==> src/rtl/gpio_bank_pkg.sv <==
package gpio_bank_pkg;

    localparam int CMD_W = 8;
    localparam int SEL_W = 3;

    typedef enum logic [SEL_W-1:0] {
        SEL_IN0  = 3'd0,
        SEL_IN1  = 3'd1,
        SEL_OUT0 = 3'd2,
        SEL_OUT1 = 3'd3,
        SEL_POL0 = 3'd4,
        SEL_POL1 = 3'd5,
        SEL_CFG0 = 3'd6,
        SEL_CFG1 = 3'd7
    } reg_sel_e;

    typedef enum logic [1:0] {
        GRP_IN  = 2'd0,
        GRP_OUT = 2'd1,
        GRP_POL = 2'd2,
        GRP_CFG = 2'd3
    } reg_grp_e;

    typedef struct packed {
        logic cmd_ld;
        logic wr;
        logic rd;
    } host_op_t;

    function automatic logic cmd_in_range(logic [CMD_W-1:0] c);
        return c[CMD_W-1:SEL_W] == '0;
    endfunction

    function automatic reg_grp_e sel_group(reg_sel_e s);
        return reg_grp_e'(s[SEL_W-1:1]);
    endfunction

    function automatic logic sel_port(reg_sel_e s);
        return s[0];
    endfunction

    function automatic reg_sel_e sel_partner(reg_sel_e s);
        return reg_sel_e'({s[SEL_W-1:1], ~s[0]});
    endfunction

endpackage

==> src/rtl/gpio_pin_sync.sv <==
module gpio_pin_sync #(
    parameter int WIDTH  = 16,
    parameter int STAGES = 2
) (
    input  logic             clk,
    input  logic             rst,
    input  logic [WIDTH-1:0] d,
    output logic [WIDTH-1:0] q
);
    localparam int LAST = STAGES - 1;

    logic [WIDTH-1:0] stage_q [STAGES];

    for (genvar s = 0; s < STAGES; s++) begin : g_stage
        if (s == 0) begin : g_first
            always_ff @(posedge clk) begin
                if (rst) stage_q[s] <= '0;
                else     stage_q[s] <= d;
            end
        end else begin : g_next
            always_ff @(posedge clk) begin
                if (rst) stage_q[s] <= '0;
                else     stage_q[s] <= stage_q[s-1];
            end
        end
    end

    assign q = stage_q[LAST];
endmodule

==> src/rtl/gpio_cmd_ptr.sv <==
module gpio_cmd_ptr
    import gpio_bank_pkg::*;
(
    input  logic             clk,
    input  logic             rst,
    input  host_op_t         op,
    input  logic [CMD_W-1:0] cmd,
    output reg_sel_e         ptr
);
    always_ff @(posedge clk) begin
        if (rst) begin
            ptr <= SEL_IN0;
        end else if (op.cmd_ld) begin
            if (cmd_in_range(cmd)) ptr <= reg_sel_e'(cmd[SEL_W-1:0]);
        end else if (op.wr || op.rd) begin
            ptr <= sel_partner(ptr);
        end
    end

    // an out-of-range command leaves the pointer alone
    assert_bad_cmd_keeps_ptr_R3: assert property (@(posedge clk) disable iff (rst)
        (op.cmd_ld && cmd[CMD_W-1:SEL_W] != '0) |=> $stable(ptr));

    // a data access flips only the port bit
    assert_ptr_pair_toggle_R4: assert property (@(posedge clk) disable iff (rst)
        (!op.cmd_ld && (op.wr || op.rd)) |=>
            (ptr[SEL_W-1:1] == $past(ptr[SEL_W-1:1])) && (ptr[0] != $past(ptr[0])));

    // an in-range command lands in the pointer
    assert_cmd_loads_ptr_R2: assert property (@(posedge clk) disable iff (rst)
        (op.cmd_ld && cmd[CMD_W-1:SEL_W] == '0) |=> (ptr == $past(cmd[SEL_W-1:0])));
endmodule

==> src/rtl/gpio_reg_file.sv <==
module gpio_reg_file
    import gpio_bank_pkg::*;
#(
    parameter int PORT_W = 8
) (
    input  logic                  clk,
    input  logic                  rst,
    input  logic                  wr_stb,
    input  reg_sel_e              wr_sel,
    input  logic [PORT_W-1:0]     wr_data,
    output logic [2*PORT_W-1:0]   out_q,
    output logic [2*PORT_W-1:0]   pol_q,
    output logic [2*PORT_W-1:0]   cfg_q
);
    localparam int NPORT = 2;

    for (genvar p = 0; p < NPORT; p++) begin : g_port
        logic [PORT_W-1:0] out_r, pol_r, cfg_r;
        logic              hit;

        assign hit = wr_stb && (sel_port(wr_sel) == 1'(p));

        always_ff @(posedge clk) begin
            if (rst) begin
                out_r <= '1;
                pol_r <= '0;
                cfg_r <= '1;
            end else if (hit) begin
                case (sel_group(wr_sel))
                    GRP_OUT: out_r <= wr_data;
                    GRP_POL: pol_r <= wr_data;
                    GRP_CFG: cfg_r <= wr_data;
                    default: ;
                endcase
            end
        end

        assign out_q[p*PORT_W +: PORT_W] = out_r;
        assign pol_q[p*PORT_W +: PORT_W] = pol_r;
        assign cfg_q[p*PORT_W +: PORT_W] = cfg_r;
    end

    // a write aimed at the input pair changes no storage
    assert_input_write_inert_R6: assert property (@(posedge clk) disable iff (rst)
        (wr_stb && sel_group(wr_sel) == GRP_IN) |=>
            ($stable(out_q) && $stable(pol_q) && $stable(cfg_q)));
endmodule

==> src/rtl/gpio_read_mux.sv <==
module gpio_read_mux
    import gpio_bank_pkg::*;
#(
    parameter int PORT_W = 8
) (
    input  logic                  clk,
    input  logic                  rst,
    input  logic                  rd_stb,
    input  reg_sel_e              rd_sel,
    input  logic [2*PORT_W-1:0]   sync_in,
    input  logic [2*PORT_W-1:0]   out_q,
    input  logic [2*PORT_W-1:0]   pol_q,
    input  logic [2*PORT_W-1:0]   cfg_q,
    output logic [PORT_W-1:0]     rd_data
);
    logic [PORT_W-1:0] pin_b, out_b, pol_b, cfg_b, sel_b;

    always_comb begin
        if (sel_port(rd_sel)) begin
            pin_b = sync_in[2*PORT_W-1:PORT_W];
            out_b = out_q[2*PORT_W-1:PORT_W];
            pol_b = pol_q[2*PORT_W-1:PORT_W];
            cfg_b = cfg_q[2*PORT_W-1:PORT_W];
        end else begin
            pin_b = sync_in[PORT_W-1:0];
            out_b = out_q[PORT_W-1:0];
            pol_b = pol_q[PORT_W-1:0];
            cfg_b = cfg_q[PORT_W-1:0];
        end
        case (sel_group(rd_sel))
            GRP_IN:  sel_b = pin_b ^ pol_b;
            GRP_OUT: sel_b = out_b;
            GRP_POL: sel_b = pol_b;
            default: sel_b = cfg_b;
        endcase
    end

    always_ff @(posedge clk) begin
        if (rst)         rd_data <= '0;
        else if (rd_stb) rd_data <= sel_b;
    end

    // read data holds between accepted reads
    assert_rd_data_holds_R9: assert property (@(posedge clk) disable iff (rst)
        !rd_stb |=> $stable(rd_data));

    // output-group reads follow the stored byte, whatever the pins do
    assert_out_read_from_flop_R7: assert property (@(posedge clk) disable iff (rst)
        (rd_stb && rd_sel == SEL_OUT0) |=> (rd_data == $past(out_q[PORT_W-1:0])));
endmodule

==> src/rtl/gpio_bank.sv <==
module gpio_bank
    import gpio_bank_pkg::*;
#(
    parameter int PORT_W      = 8,
    parameter int SYNC_STAGES = 2
) (
    input  logic                  clk,
    input  logic                  rst,
    input  logic                  cmd_wr,
    input  logic [CMD_W-1:0]      cmd,
    input  logic                  wr_en,
    input  logic [PORT_W-1:0]     wr_data,
    input  logic                  rd_en,
    output logic [PORT_W-1:0]     rd_data,
    input  logic [2*PORT_W-1:0]   pin_in,
    output logic [2*PORT_W-1:0]   pin_out,
    output logic [2*PORT_W-1:0]   pin_oe
);
    localparam int PINS = 2 * PORT_W;

    host_op_t         op;
    reg_sel_e         ptr;
    logic [PINS-1:0]  sync_in;
    logic [PINS-1:0]  out_q, pol_q, cfg_q;

    // a command strobe takes the cycle; data strobes beside it are dropped
    assign op.cmd_ld = cmd_wr;
    assign op.wr     = wr_en && !cmd_wr;
    assign op.rd     = rd_en && !cmd_wr;

    gpio_pin_sync #(.WIDTH(PINS), .STAGES(SYNC_STAGES)) u_sync (
        .clk (clk),
        .rst (rst),
        .d   (pin_in),
        .q   (sync_in)
    );

    gpio_cmd_ptr u_ptr (
        .clk (clk),
        .rst (rst),
        .op  (op),
        .cmd (cmd),
        .ptr (ptr)
    );

    gpio_reg_file #(.PORT_W(PORT_W)) u_regs (
        .clk     (clk),
        .rst     (rst),
        .wr_stb  (op.wr),
        .wr_sel  (ptr),
        .wr_data (wr_data),
        .out_q   (out_q),
        .pol_q   (pol_q),
        .cfg_q   (cfg_q)
    );

    gpio_read_mux #(.PORT_W(PORT_W)) u_rd (
        .clk     (clk),
        .rst     (rst),
        .rd_stb  (op.rd),
        .rd_sel  (ptr),
        .sync_in (sync_in),
        .out_q   (out_q),
        .pol_q   (pol_q),
        .cfg_q   (cfg_q),
        .rd_data (rd_data)
    );

    assign pin_out = out_q;
    assign pin_oe  = ~cfg_q;

    // a direction write on port 0 shows up inverted on the enables
    assert_dir_write_drives_oe_R8: assert property (@(posedge clk) disable iff (rst)
        (op.wr && ptr == SEL_CFG0) |=> (pin_oe[PORT_W-1:0] == ~$past(wr_data)));

    // a command cycle changes no pin-facing state and no read data
    assert_cmd_cycle_blocks_data_R10: assert property (@(posedge clk) disable iff (rst)
        cmd_wr |=> ($stable(pin_out) && $stable(pin_oe) && $stable(rd_data)));

    // first cycle after reset shows all pins as inputs
    assert_reset_pins_idle_R1: assert property (@(posedge clk)
        $past(rst) |-> (pin_oe == '0 && pin_out == '1));
endmodule

==> config.mk <==
export PLATFORM = sky130hd
export DESIGN_NAME = gpio_bank
export DESIGN_NICKNAME = d
export VERILOG_FILES = /design/src/rtl/gpio_bank_pkg.sv /design/src/rtl/gpio_pin_sync.sv /design/src/rtl/gpio_cmd_ptr.sv /design/src/rtl/gpio_reg_file.sv /design/src/rtl/gpio_read_mux.sv /design/src/rtl/gpio_bank.sv
export SDC_FILE = /design/constraint.sdc
export NUM_CORES = 1
export LEC_CHECK = 0
export BUFFER_PORTS_ARGS = -buffer_cell sky130_fd_sc_hd__buf_2
export CAP_MARGIN = 20
export CORE_MARGIN = 8
export CORE_UTILIZATION = 35
export CTS_CLUSTER_SIZE = 12
export DETAILED_ROUTE_END_ITERATION = 8
export PLACE_DENSITY_LB_ADDON = 0.25
export SLEW_MARGIN = 20
export SYNTH_ARGS = -nofsm -noshare
export SYNTH_HDL_FRONTEND = slang
export SYNTH_HIERARCHICAL = 1
export SYNTH_SLANG_ARGS = --single-unit
==> constraint.sdc <==
create_clock -name clk -period 1.55 [get_ports clk]
set_clock_uncertainty 0.15 [all_clocks]
set_input_delay 0.155 -clock clk [delete_from_list [all_inputs] [get_ports clk]]
set_output_delay 0.155 -clock clk [all_outputs]
set_load 0.05 [all_outputs]
==> metrics.cfg, run 1 <==
[floorplanning]
start_util = 0.3536
die-width_um = 122.7
core_area_um2 = 11270
die_area_um2 = 15060
row_count = 39
num_io_pins = 77
die_h_um = 122.7

[critical_path]
worstReg2RegEnd = u_rd/rd_data[5]
r2r_slack_ns = 0.07
r2r-start = u_ptr/ptr[0]
cp_num_buf_inv = 1
crit_slowest_cell = dfxtp_2
crit_type = flop to flop
worstSetupEndpointType = flop
slowest_delay_ns = 0.42
critPathArrivalTime_ns = 1.55
worstPathMaxFanout = 16
cp.required_ns = 1.61
path_cells = buf_12 -> mux2i_2 -> o22ai_1 -> nor2_1 -> a211oi_2
cp_top_family = flip-flops
startpoint_type = flop
r2r_cells = 5
path_depth = 5

[power]
ir_drop_mv = 0.5745
power_density_nw_per_um2 = 1017
p_leak_uw = 0.002385

[outcome]
status = finished clean

[sta]
slew_viol_final = 0
finalSetupViolCount = 0
tns_ns = 0
max_slew_margin = 0.7277
final-hold-violation-count = 0
hold_ws_ns = 0.01279
fin_crit_sh = 0.9579
fmax_mhz = 673.5
worst_slack_ns = 0.06522
rsz0062_at_grt = false
worst_pin_slew_ns = 0.4073
timing.final.crit_period_ns = 1.485

[yosys]
synth_top_area_share = 0.4570
synth.most_common_cell = dfxtp_1
syn_nets = 437
yosys_warnings = 6
synth_flop_cell = dfxtp_1
synthArstFlopShare = 0
synth_area_leaders = dfxtp_1, mux2i_1, nor2_1, nor2b_1, nand2b_1
seq_area_frac_synth = 0.4570
synthTopCellsByCount = dfxtp_1, mux2i_1, nor2_1
synthesis.area_um2 = 3986
syn_inst = 400
ys_types = 34
yosys.area.top_type = dfxtp_1
synth-seq-cells = 91
synth_edf_count = 0
syn_avg_cell_area_um2 = 9.966

[placement]
place_ws_ns = 0.06881
io_buffers = 76
gp_congestion = 0.7906
dp_hpwl_um = 7070

[grt]
grt_pass1_vias = 2940
grt_max_degree = 59
globalRouteTotalUtil = 0.1253
grt_pass1_wl_um = 14880
antenna_found_initial = 0
grt_overflow = 0

[detailed_routing]
viasPerCell = 4.582
post_drt_wl_per_cell_um = 14.35
drt-initial-drc-count = 127
drc = 0
num_vias = 2978
antenna_left = 0
first_pass_iters = 4
drt-total-wl_um = 9326

[worst_hold_path]
holdPathStages = 3
hp-class = input pin to flop
holdPathEnd = u_regs/g_port[0].pol_r[0]
min-delay-start = wr_data[0]

[final_layout]
antenna-diode-count = 0
drive_above_1_share = 0.2505
area_growth_pct = 28.34
finalNetCount = 539
utilization = 0.4539

[cts]
clk_path_buf_depth = 2
cts_root_buf = clkbuf_16
worstSkewPairLatency_ns = 0.33
clkSinkCount = 91
clk_pin_slew_worst_paths_ns = 0.06
numCtsBuffers = 9
cts_tree = done
htreeDepth = 3

[flow_run]
drv_cap = 0

logic make-up after synthesis:
kind of cell,share of synthesized area
simple gates,0.1902
mux,0.1808
flops,0.4570
compound gates,0.07753
buf+inv,0.05932
xor+xnor,0.03516
worst max path at each step:
stage / endpoint / from / slack, ns
5_1_grt: u_rd/rd_data[0] / u_ptr/ptr[0] / 0.0002
3_5_place_dp: u_rd/rd_data[5] / u_ptr/ptr[0] / 0.07
4_1_cts: u_rd/rd_data[5] / u_ptr/ptr[0] / 0.06
2_1_floorplan: u_rd/rd_data[0] / u_ptr/ptr[0] / 0.04
6_report: u_rd/rd_data[5] / u_ptr/ptr[0] / 0.07
3_3_place_gp: u_rd/rd_data[5] / u_ptr/ptr[0] / 0.08
power by group:
group          switching (uW)  total [uW]  internal (uW)
Combinational             252         469            217
Sequential               25.8        2420           2390
Clock                     855        2310           1460
flip-flops by register name, indices dropped and copies added (netlist names):
name / count
u_ptr/ptr: 3
u_rd/rd_data: 8
u_regs/g_port.pol_r: 16
u_regs/g_port.out_r: 16
u_sync/stage_q: 32
u_regs/g_port.cfg_r: 16
what timing repair did:
action	in CTS	in global routing
hold buffers	22	0
setup endpoints to repair	0	8
gates resized for setup	0	5
buffers inserted	0	0
hold endpoints to repair	30	0
worst min-delay path, cell delays in order:
cell and delay [ns]:
buf_2 0.13, nand2b_1 0.09, mux2i_1 0.07
cells in the final DEF, fill, tap and decap left out, types with 2 or more instances in the layout:
master         synthesis  final
nand2b_2               0      2
a21oi_1                2      2
dfxtp_1               91     90
o211ai_1               8      8
nand3_1                2      2
mux2i_2                0      2
o22ai_1                8      8
mux2i_1               72     70
buf_2                  4     76
buf_12                 2      5
bufinv_16              0      2
xor2_1                 8      8
nor2b_1               34     34
nand2_1                9      8
xnor2_1                8      8
nand2b_1              26     24
nor2_1                58     58
o21ai_1                3      3
inv_1                 16     16
dlygate4sd3_1          0     22
clkbuf_16              0      9
nand4bb_1              2      2
and4b_1                2      2
nand4b_1               2      2
buf_4                  5     12
o21ai_0                7      7
clkbuf_1               8      2
a211oi_2               9      9
per-layer routing:
metal	share of wire	global-route usage	vias up
li1	-	-	1543
met1	0.48	0.1570	1351
met2	0.44	0.1995	73
met3	0.062	0.03128	11
met4	0.018	0.05636	0
met5	0	0	-
final cells by class:
class	instances	area [um^2]
Tap cell	143	178.9
Inverter	16	60.06
Sequential cell	91	1823
Fill cell	1111	6156
Clock buffer	12	246.5
Clock inverter	4	73.82
Timing Repair Buffer	115	790.8
Multi-Input combinational cell	269	1943
per-stage QoR:
| stage | instance area, um^2 | cells | power (uW) |
|---|---|---|---|
| CTS | 5101 | 650 | 5265 |
| finish | 5116 | 650 | 5202 |
| detailed placement | 4561 | 612 | 2902 |
| floorplan | 3986 | 400 | 2772 |
| global route | 5116 | 650 | 5388 |
| global placement | 4561 | 612 | 2895 |
Note: power is estimated with default switching activity, not from simulation.
==> run 2, diff against run 1 <==
- CORE_MARGIN: 8 -> 1.5
- clock period: 1.55 -> 1.7 ns (I/O delays scaled with it)
==> run 2 against run 1 <==
- clock power hardly changed
- first-iteration DRC count is 30% higher
- non-clock buffer count fell by 8
- via count is 1.6% lower
- fmax shrank 2.5%
- register-to-register slack better by 0.11 ns
- flip-flop and latch count stayed put
- count of clock-buffer cells in the layout decreased by 1
- setup slack gained 0.11 ns
- global-route usage is 2.5 points higher
- final area shrank 1.5%
- total power fell by 5.8%
==> metrics.cfg, run 2 (synthesis results as in run 1) <==
[outcome]
status = finished clean  ; unchanged

[sta]
timing.final.crit_period_ns = 1.523  ; was 1.485 ns
finalSetupViolCount = 0  ; unchanged
slew_viol_final = 0  ; unchanged
fin_crit_sh = 0.8956  ; was 0.9579
rsz0062_at_grt = false  ; unchanged
final-hold-violation-count = 0  ; unchanged
fmax_mhz = 656.8  ; was 673.5 MHz
worst_pin_slew_ns = 0.4873  ; was 0.4073 ns
max_slew_margin = 0.6733  ; was 0.7277
tns_ns = 0  ; unchanged

[grt]
grt_max_degree = 82  ; was 59
globalRouteTotalUtil = 0.1508  ; was 0.1253
grt_overflow = 0  ; unchanged
grt_pass1_wl_um = 13920  ; was 14880 um
grt_pass1_vias = 2713  ; was 2940
antenna_found_initial = 0  ; unchanged

[power]
power.total_uw = 4901  ; was 5202 uW
pwr-share-clk = 0.466  ; was 0.445
ir_drop_mv = 0.4137  ; was 0.5745 mV
power.switching_uw = 1020  ; was 1133 uW
switching_share = 0.2081  ; was 0.2178
power_density_nw_per_um2 = 972.4  ; was 1017 nW/um^2
p_leak_uw = 0.002348  ; was 0.002385 uW
seqPwrFrac = 0.451  ; was 0.465
combPwrFrac = 0.083  ; was 0.090
internal_power_uw = 3881  ; was 4069 uW

[detailed_routing]
viasPerCell = 4.594  ; was 4.582
drt-initial-drc-count = 165  ; was 127
first_pass_iters = 4  ; unchanged
drt-total-wl_um = 8685  ; was 9326 um
antenna_left = 0  ; unchanged
num_vias = 2931  ; was 2978
post_drt_wl_per_cell_um = 13.61  ; was 14.35 um
drc = 0  ; unchanged

[final_layout]
area_growth_pct = 26.43  ; was 28.34%
finalNetCount = 531  ; was 539
final_common_cell = dfxtp_1  ; unchanged
antenna-diode-count = 0  ; unchanged
drive_above_1_share = 0.2390  ; was 0.2505
largest_reg_flops = 32  ; unchanged
final_cell_mix = dfxtp_1, buf_2, mux2i_1  ; unchanged
largest_register = u_sync/stage_q  ; unchanged

[placement]
io_buffers = 76  ; unchanged
dp_hpwl_um = 6239  ; was 7070 um
gp_congestion = 0.7881  ; was 0.7906

[cts]
htreeDepth = 3  ; unchanged
post-cts-setup-buffers = 0  ; unchanged
clkSinkCount = 91  ; unchanged
cts_tree = done  ; unchanged
worstSkewPairLatency_ns = 0.33  ; about the same
clk_path_buf_depth = 2  ; unchanged
cts_root_buf = clkbuf_16  ; unchanged
clk_pin_slew_worst_paths_ns = 0.07  ; was 0.06 ns
numCtsBuffers = 9  ; unchanged

[floorplanning]
num_io_pins = 77  ; unchanged
die_area_um2 = 12040  ; was 15060 um^2
die_h_um = 109.7  ; was 122.7 um
core_area_um2 = 10980  ; was 11270 um^2
start_util = 0.3630  ; was 0.3536
die-width_um = 109.7  ; was 122.7 um
row_count = 38  ; was 39

[critical_path]
critPathArrivalTime_ns = 1.58  ; was 1.55 ns
cp.required_ns = 1.76  ; was 1.61 ns
startpoint_type = flop  ; unchanged
worstSetupEndpointType = flop  ; unchanged
crit_type = flop to flop  ; unchanged
worstPathMaxFanout = 29  ; was 16

[flow_run]
drv_cap = 0  ; unchanged

[worst_hold_path]
hp-class = input pin to flop  ; unchanged

==> run 2: power groups by stage <==
| stage | combinational, uW | sequential, uW | clock [uW] |
|---|---|---|---|
| 2_1_floorplan | 233 | 2290 | 0 |
| 3_3_place_gp | 370 | 2260 | 0 |
| 3_5_place_dp | 375 | 2260 | 0 |
| 4_1_cts | 410 | 2210 | 2340 |
| 5_1_grt | 445 | 2210 | 2430 |
| 6_report | 407 | 2210 | 2280 |
==> run 2: metrics by stage <==
step / worst slack, ns / utilization / instances / instance area [um^2] / hold slack, ns
global placement: 0.1316 / 0.4085 / 603 / 4487 / 0.2356
global route: 0.07650 / 0.4589 / 638 / 5040 / 0.02425
detailed placement: 0.1006 / 0.4085 / 603 / 4487 / 0.2317
CTS: 0.08744 / 0.4586 / 638 / 5037 / 0.004343
finish: 0.1775 / 0.4589 / 638 / 5040 / 0.01326
floorplan: 0.1918 / - / 400 / 3986 / 0.08465
==> run 2: what timing repair did <==
item | 4_1_cts | 5_1_grt
resized for setup | 0 | 2
hold buffers | 20 | 0
setup endpoints to repair | 0 | 11
hold endpoints to repair | 22 | 0
==> run 2: final cells by class <==
| cell class | count | area [um^2] |
|---|---|---|
| Fill cell | 1065 | 5943 |
| Multi-Input combinational cell | 269 | 1928 |
| Sequential cell | 91 | 1826 |
| Timing Repair Buffer | 107 | 700.7 |
| Clock buffer | 11 | 252.7 |
| Tap cell | 140 | 175.2 |
| Clock inverter | 4 | 97.59 |
| Inverter | 16 | 60.06 |
==> run 2: path summary, 6_finish.rpt <==
kind | startpoint | end | slack (ns) | depth (start not counted)
worst min-delay path | cmd[4] | u_ptr/ptr[1] | 0.01 | 4
worst max register to register | u_ptr/ptr[0] | u_rd/rd_data[2] | 0.18 | 5
worst min register to register | u_sync/stage_q[0][0] | u_sync/stage_q[1][0] | 0.28 | 1
worst max-delay path | u_ptr/ptr[0] | u_rd/rd_data[2] | 0.18 | 5
==> run 2: layer usage <==
layer / part of all wire / up-vias / wire length (um) / GRT usage
li1: - / 1529 / - / -
met1: 0.51 / 1325 / 4411 / 0.2138
met2: 0.44 / 67 / 3842 / 0.2285
met3: 0.038 / 10 / 334 / 0.02667
met4: 0.011 / 0 / 97 / 0.05288
met5: 0 / - / 0 / 0
==> run 2: worst max-delay path: stages (launching register included) <==
cell,delay (ns)
dfxtp_2,0.43
buf_12,0.21
mux2i_1,0.24
o22ai_1,0.10
nor2_1,0.16
a211oi_2,0.08
==> run 3, diff against run 2 <==
- CELL_PAD_IN_SITES_DETAIL_PLACEMENT: default -> 0
- CELL_PAD_IN_SITES_GLOBAL_PLACEMENT: default -> 1
- CORE_UTILIZATION: 35 -> 42
==> run 3 against run 2 <==
- non-clock buffer count is 9 higher
- setup slack worse by 0.074 ns
- routed wire length is 1.8% lower
- critical path type unchanged
- critical endpoint is now u_rd/rd_data[6]
- largest cell class unchanged
==> metrics.cfg, run 3 (synthesis results as in run 1) <==
[power]
combPwrFrac = 0.103  ; was 0.083
seqPwrFrac = 0.530  ; was 0.451
switching_share = 0.2354  ; was 0.2081
power_density_nw_per_um2 = 835.5  ; was 972.4 nW/um^2
power.switching_uw = 978.2  ; was 1020 uW
internal_power_uw = 3177  ; was 3881 uW
pwr-share-clk = 0.367  ; was 0.466
ir_drop_mv = 0.5167  ; was 0.4137 mV
p_leak_uw = 0.002321  ; was 0.002348 uW

[cts]
htreeDepth = 3  ; unchanged
worstSkewPairLatency_ns = 0.34  ; was 0.33 ns
cts_root_buf = clkbuf_8  ; was clkbuf_16
clk_path_buf_depth = 2  ; unchanged
clk_pin_slew_worst_paths_ns = 0.09  ; was 0.07 ns
clkSinkCount = 91  ; unchanged
cts_tree = done  ; unchanged
numCtsBuffers = 9  ; unchanged

[grt]
grt_busiest_layer = met2  ; unchanged
grt_max_degree = 58  ; was 82
grt_use_met2 = 0.2904  ; was 0.2285
grt_pass1_vias = 2928  ; was 2713
globalRouteTotalUtil = 0.1808  ; was 0.1508
grt_pass1_wl_um = 14210  ; was 13920 um
antenna_found_initial = 0  ; unchanged
grt_overflow = 0  ; unchanged
use_met3 = 0.03273  ; was 0.02667
grtUsageMet1 = 0.2401  ; was 0.2138

[final_layout]
utilization = 0.5383  ; was 0.4589
area_growth_pct = 24.76  ; was 26.43%
antenna-diode-count = 0  ; unchanged
drive_above_1_share = 0.2382  ; was 0.2390
finalNetCount = 540  ; was 531
largest_reg_flops = 32  ; unchanged
final_common_cell = dfxtp_1  ; unchanged
largest_register = u_sync/stage_q  ; unchanged
fin_area_um2 = 4974  ; was 5040 um^2
final_cell_mix = dfxtp_1, buf_2, mux2i_1  ; unchanged
fillers = 841  ; was 1065

[detailed_routing]
viasPerCell = 4.644  ; was 4.594
antenna_left = 0  ; unchanged
drc = 0  ; unchanged
num_vias = 2958  ; was 2931
drt-initial-drc-count = 86  ; was 165
first_pass_iters = 4  ; unchanged
drt-total-wl_um = 8527  ; was 8685 um
post_drt_wl_per_cell_um = 13.39  ; was 13.61 um

[floorplanning]
num_io_pins = 77  ; unchanged
row_count = 35  ; was 38
start_util = 0.4314  ; was 0.3630
die_h_um = 100.4  ; was 109.7 um
die-width_um = 100.4  ; was 109.7 um
core_area_um2 = 9240  ; was 10980 um^2
die_area_um2 = 10090  ; was 12040 um^2

[critical_path]
worstPathMaxFanout = 13  ; was 29
cp-endpoint = u_rd/rd_data[6]  ; was u_rd/rd_data[2]
cp-startpoint = u_ptr/ptr[2]  ; was u_ptr/ptr[0]
crit_type = flop to flop  ; unchanged
r2r-start = u_ptr/ptr[2]  ; was u_ptr/ptr[0]
worstReg2RegEnd = u_rd/rd_data[6]  ; was u_rd/rd_data[2]
path_cells = nand2_1 -> o21ai_0 -> nor2_1 -> a211oi_2  ; was buf_12 -> mux2i_1 -> o22ai_1 -> nor2_1 -> a211oi_2
path_depth = 4  ; was 5
crit_slowest_cell = dfxtp_1  ; was dfxtp_2
startpoint_type = flop  ; unchanged
worstSetupEndpointType = flop  ; unchanged
slowest_delay_ns = 0.54  ; was 0.43 ns
cp_top_family = flip-flops  ; unchanged
r2r_slack_ns = 0.10  ; was 0.18 ns
cp.required_ns = 1.83  ; was 1.76 ns
critPathArrivalTime_ns = 1.72  ; was 1.58 ns
r2r_cells = 4  ; was 5
cp_num_buf_inv = 0  ; was 1

[sta]
final-hold-violation-count = 0  ; unchanged
timing.final.crit_period_ns = 1.596  ; was 1.523 ns
finalSetupViolCount = 0  ; unchanged
tns_ns = 0  ; unchanged
slew_viol_final = 0  ; unchanged
max_slew_margin = 0.6703  ; was 0.6733
worst_slack_ns = 0.1040  ; was 0.1775 ns
worst_pin_slew_ns = 0.4942  ; was 0.4873 ns
fin_crit_sh = 0.9388  ; was 0.8956
rsz0062_at_grt = false  ; unchanged
fmax_mhz = 626.6  ; was 656.8 MHz

[outcome]
status = finished clean  ; unchanged

[placement]
placed_area_um2 = 4488  ; was 4487 um^2
place_ws_ns = 0.1386  ; was 0.1006 ns
dp_hpwl_um = 6051  ; was 6239 um
io_buffers = 76  ; unchanged
gp_congestion = 0.8366  ; was 0.7881

[worst_hold_path]
hp-class = input pin to flop  ; unchanged

[flow_run]
drv_cap = 0  ; unchanged

run 3: changes by cell type in the layout (fill, tap and decap cells not counted), sizes merged:
cell / previous run / this run
dlygate4sd3: 20 / 27
bufinv: 3 / 1
buf: 87 / 89
clkinv: 0 / 2
clkbuf: 11 / 12
run 3: how the worst min path moves through the flow:
stage                    start                   endpoint  cells past startpoint
floorplan                  rst               u_ptr/ptr[0]                      1
global placement     pin_in[8]       u_sync/stage_q[0][8]                      2
detailed placement   pin_in[3]       u_sync/stage_q[0][3]                      2
CTS                 wr_data[2]  u_regs/g_port[1].out_r[2]                      3
global route        wr_data[2]  u_regs/g_port[1].out_r[2]                      3
finish              wr_data[2]  u_regs/g_port[1].out_r[2]                      3
run 3: repair_timing:
item                                   4_1_cts  5_1_grt
buffers inserted                             0        0
setup endpoints to repair                    0        2
endpoints found under the hold margin       34        0
gates resized for setup                      0        1
hold buffers                                27        0
run 3: cell type report:
type / instances / area [um^2] / share of cell area
repair buffers: 116 / 785.8 / 0.1580
clock inverters: 4 / 47.55 / 0.009560
well taps: 129 / 161.4 / 0.03245
clock buffers: 12 / 165.2 / 0.03321
multi-input cells: 269 / 1931 / 0.3882
flip-flops and latches: 91 / 1823 / 0.3665
inverters: 16 / 60.06 / 0.01208
run 3: metal layers:
metal,wire length [um],share of wire
met5,0,0
met2,3782,0.44
met4,117,0.014
met3,314,0.037
met1,4312,0.51
run 3: tightest hold or removal path, stage by stage:
cell and delay [ns]:
buf_2 0.10, nor2_1 0.08, mux2i_1 0.12
run 3: through the flow:
step	cells	total power, uW	hold slack (ns)
after floorplan	400	2527	0.08465
after global placement	594	2636	0.2284
after detailed placement	594	2641	0.2330
after CTS	637	4209	0.0003028
after global routing	637	4342	0.001255
final	637	4156	0.01558
run 3: power by group through the flow:
stage	clock network, uW	logic (uW)	registers, uW
2_1_floorplan	0	233	2290
3_3_place_gp	0	384	2250
3_5_place_dp	0	388	2250
4_1_cts	1570	433	2200
5_1_grt	1670	468	2210
6_report	1530	428	2200
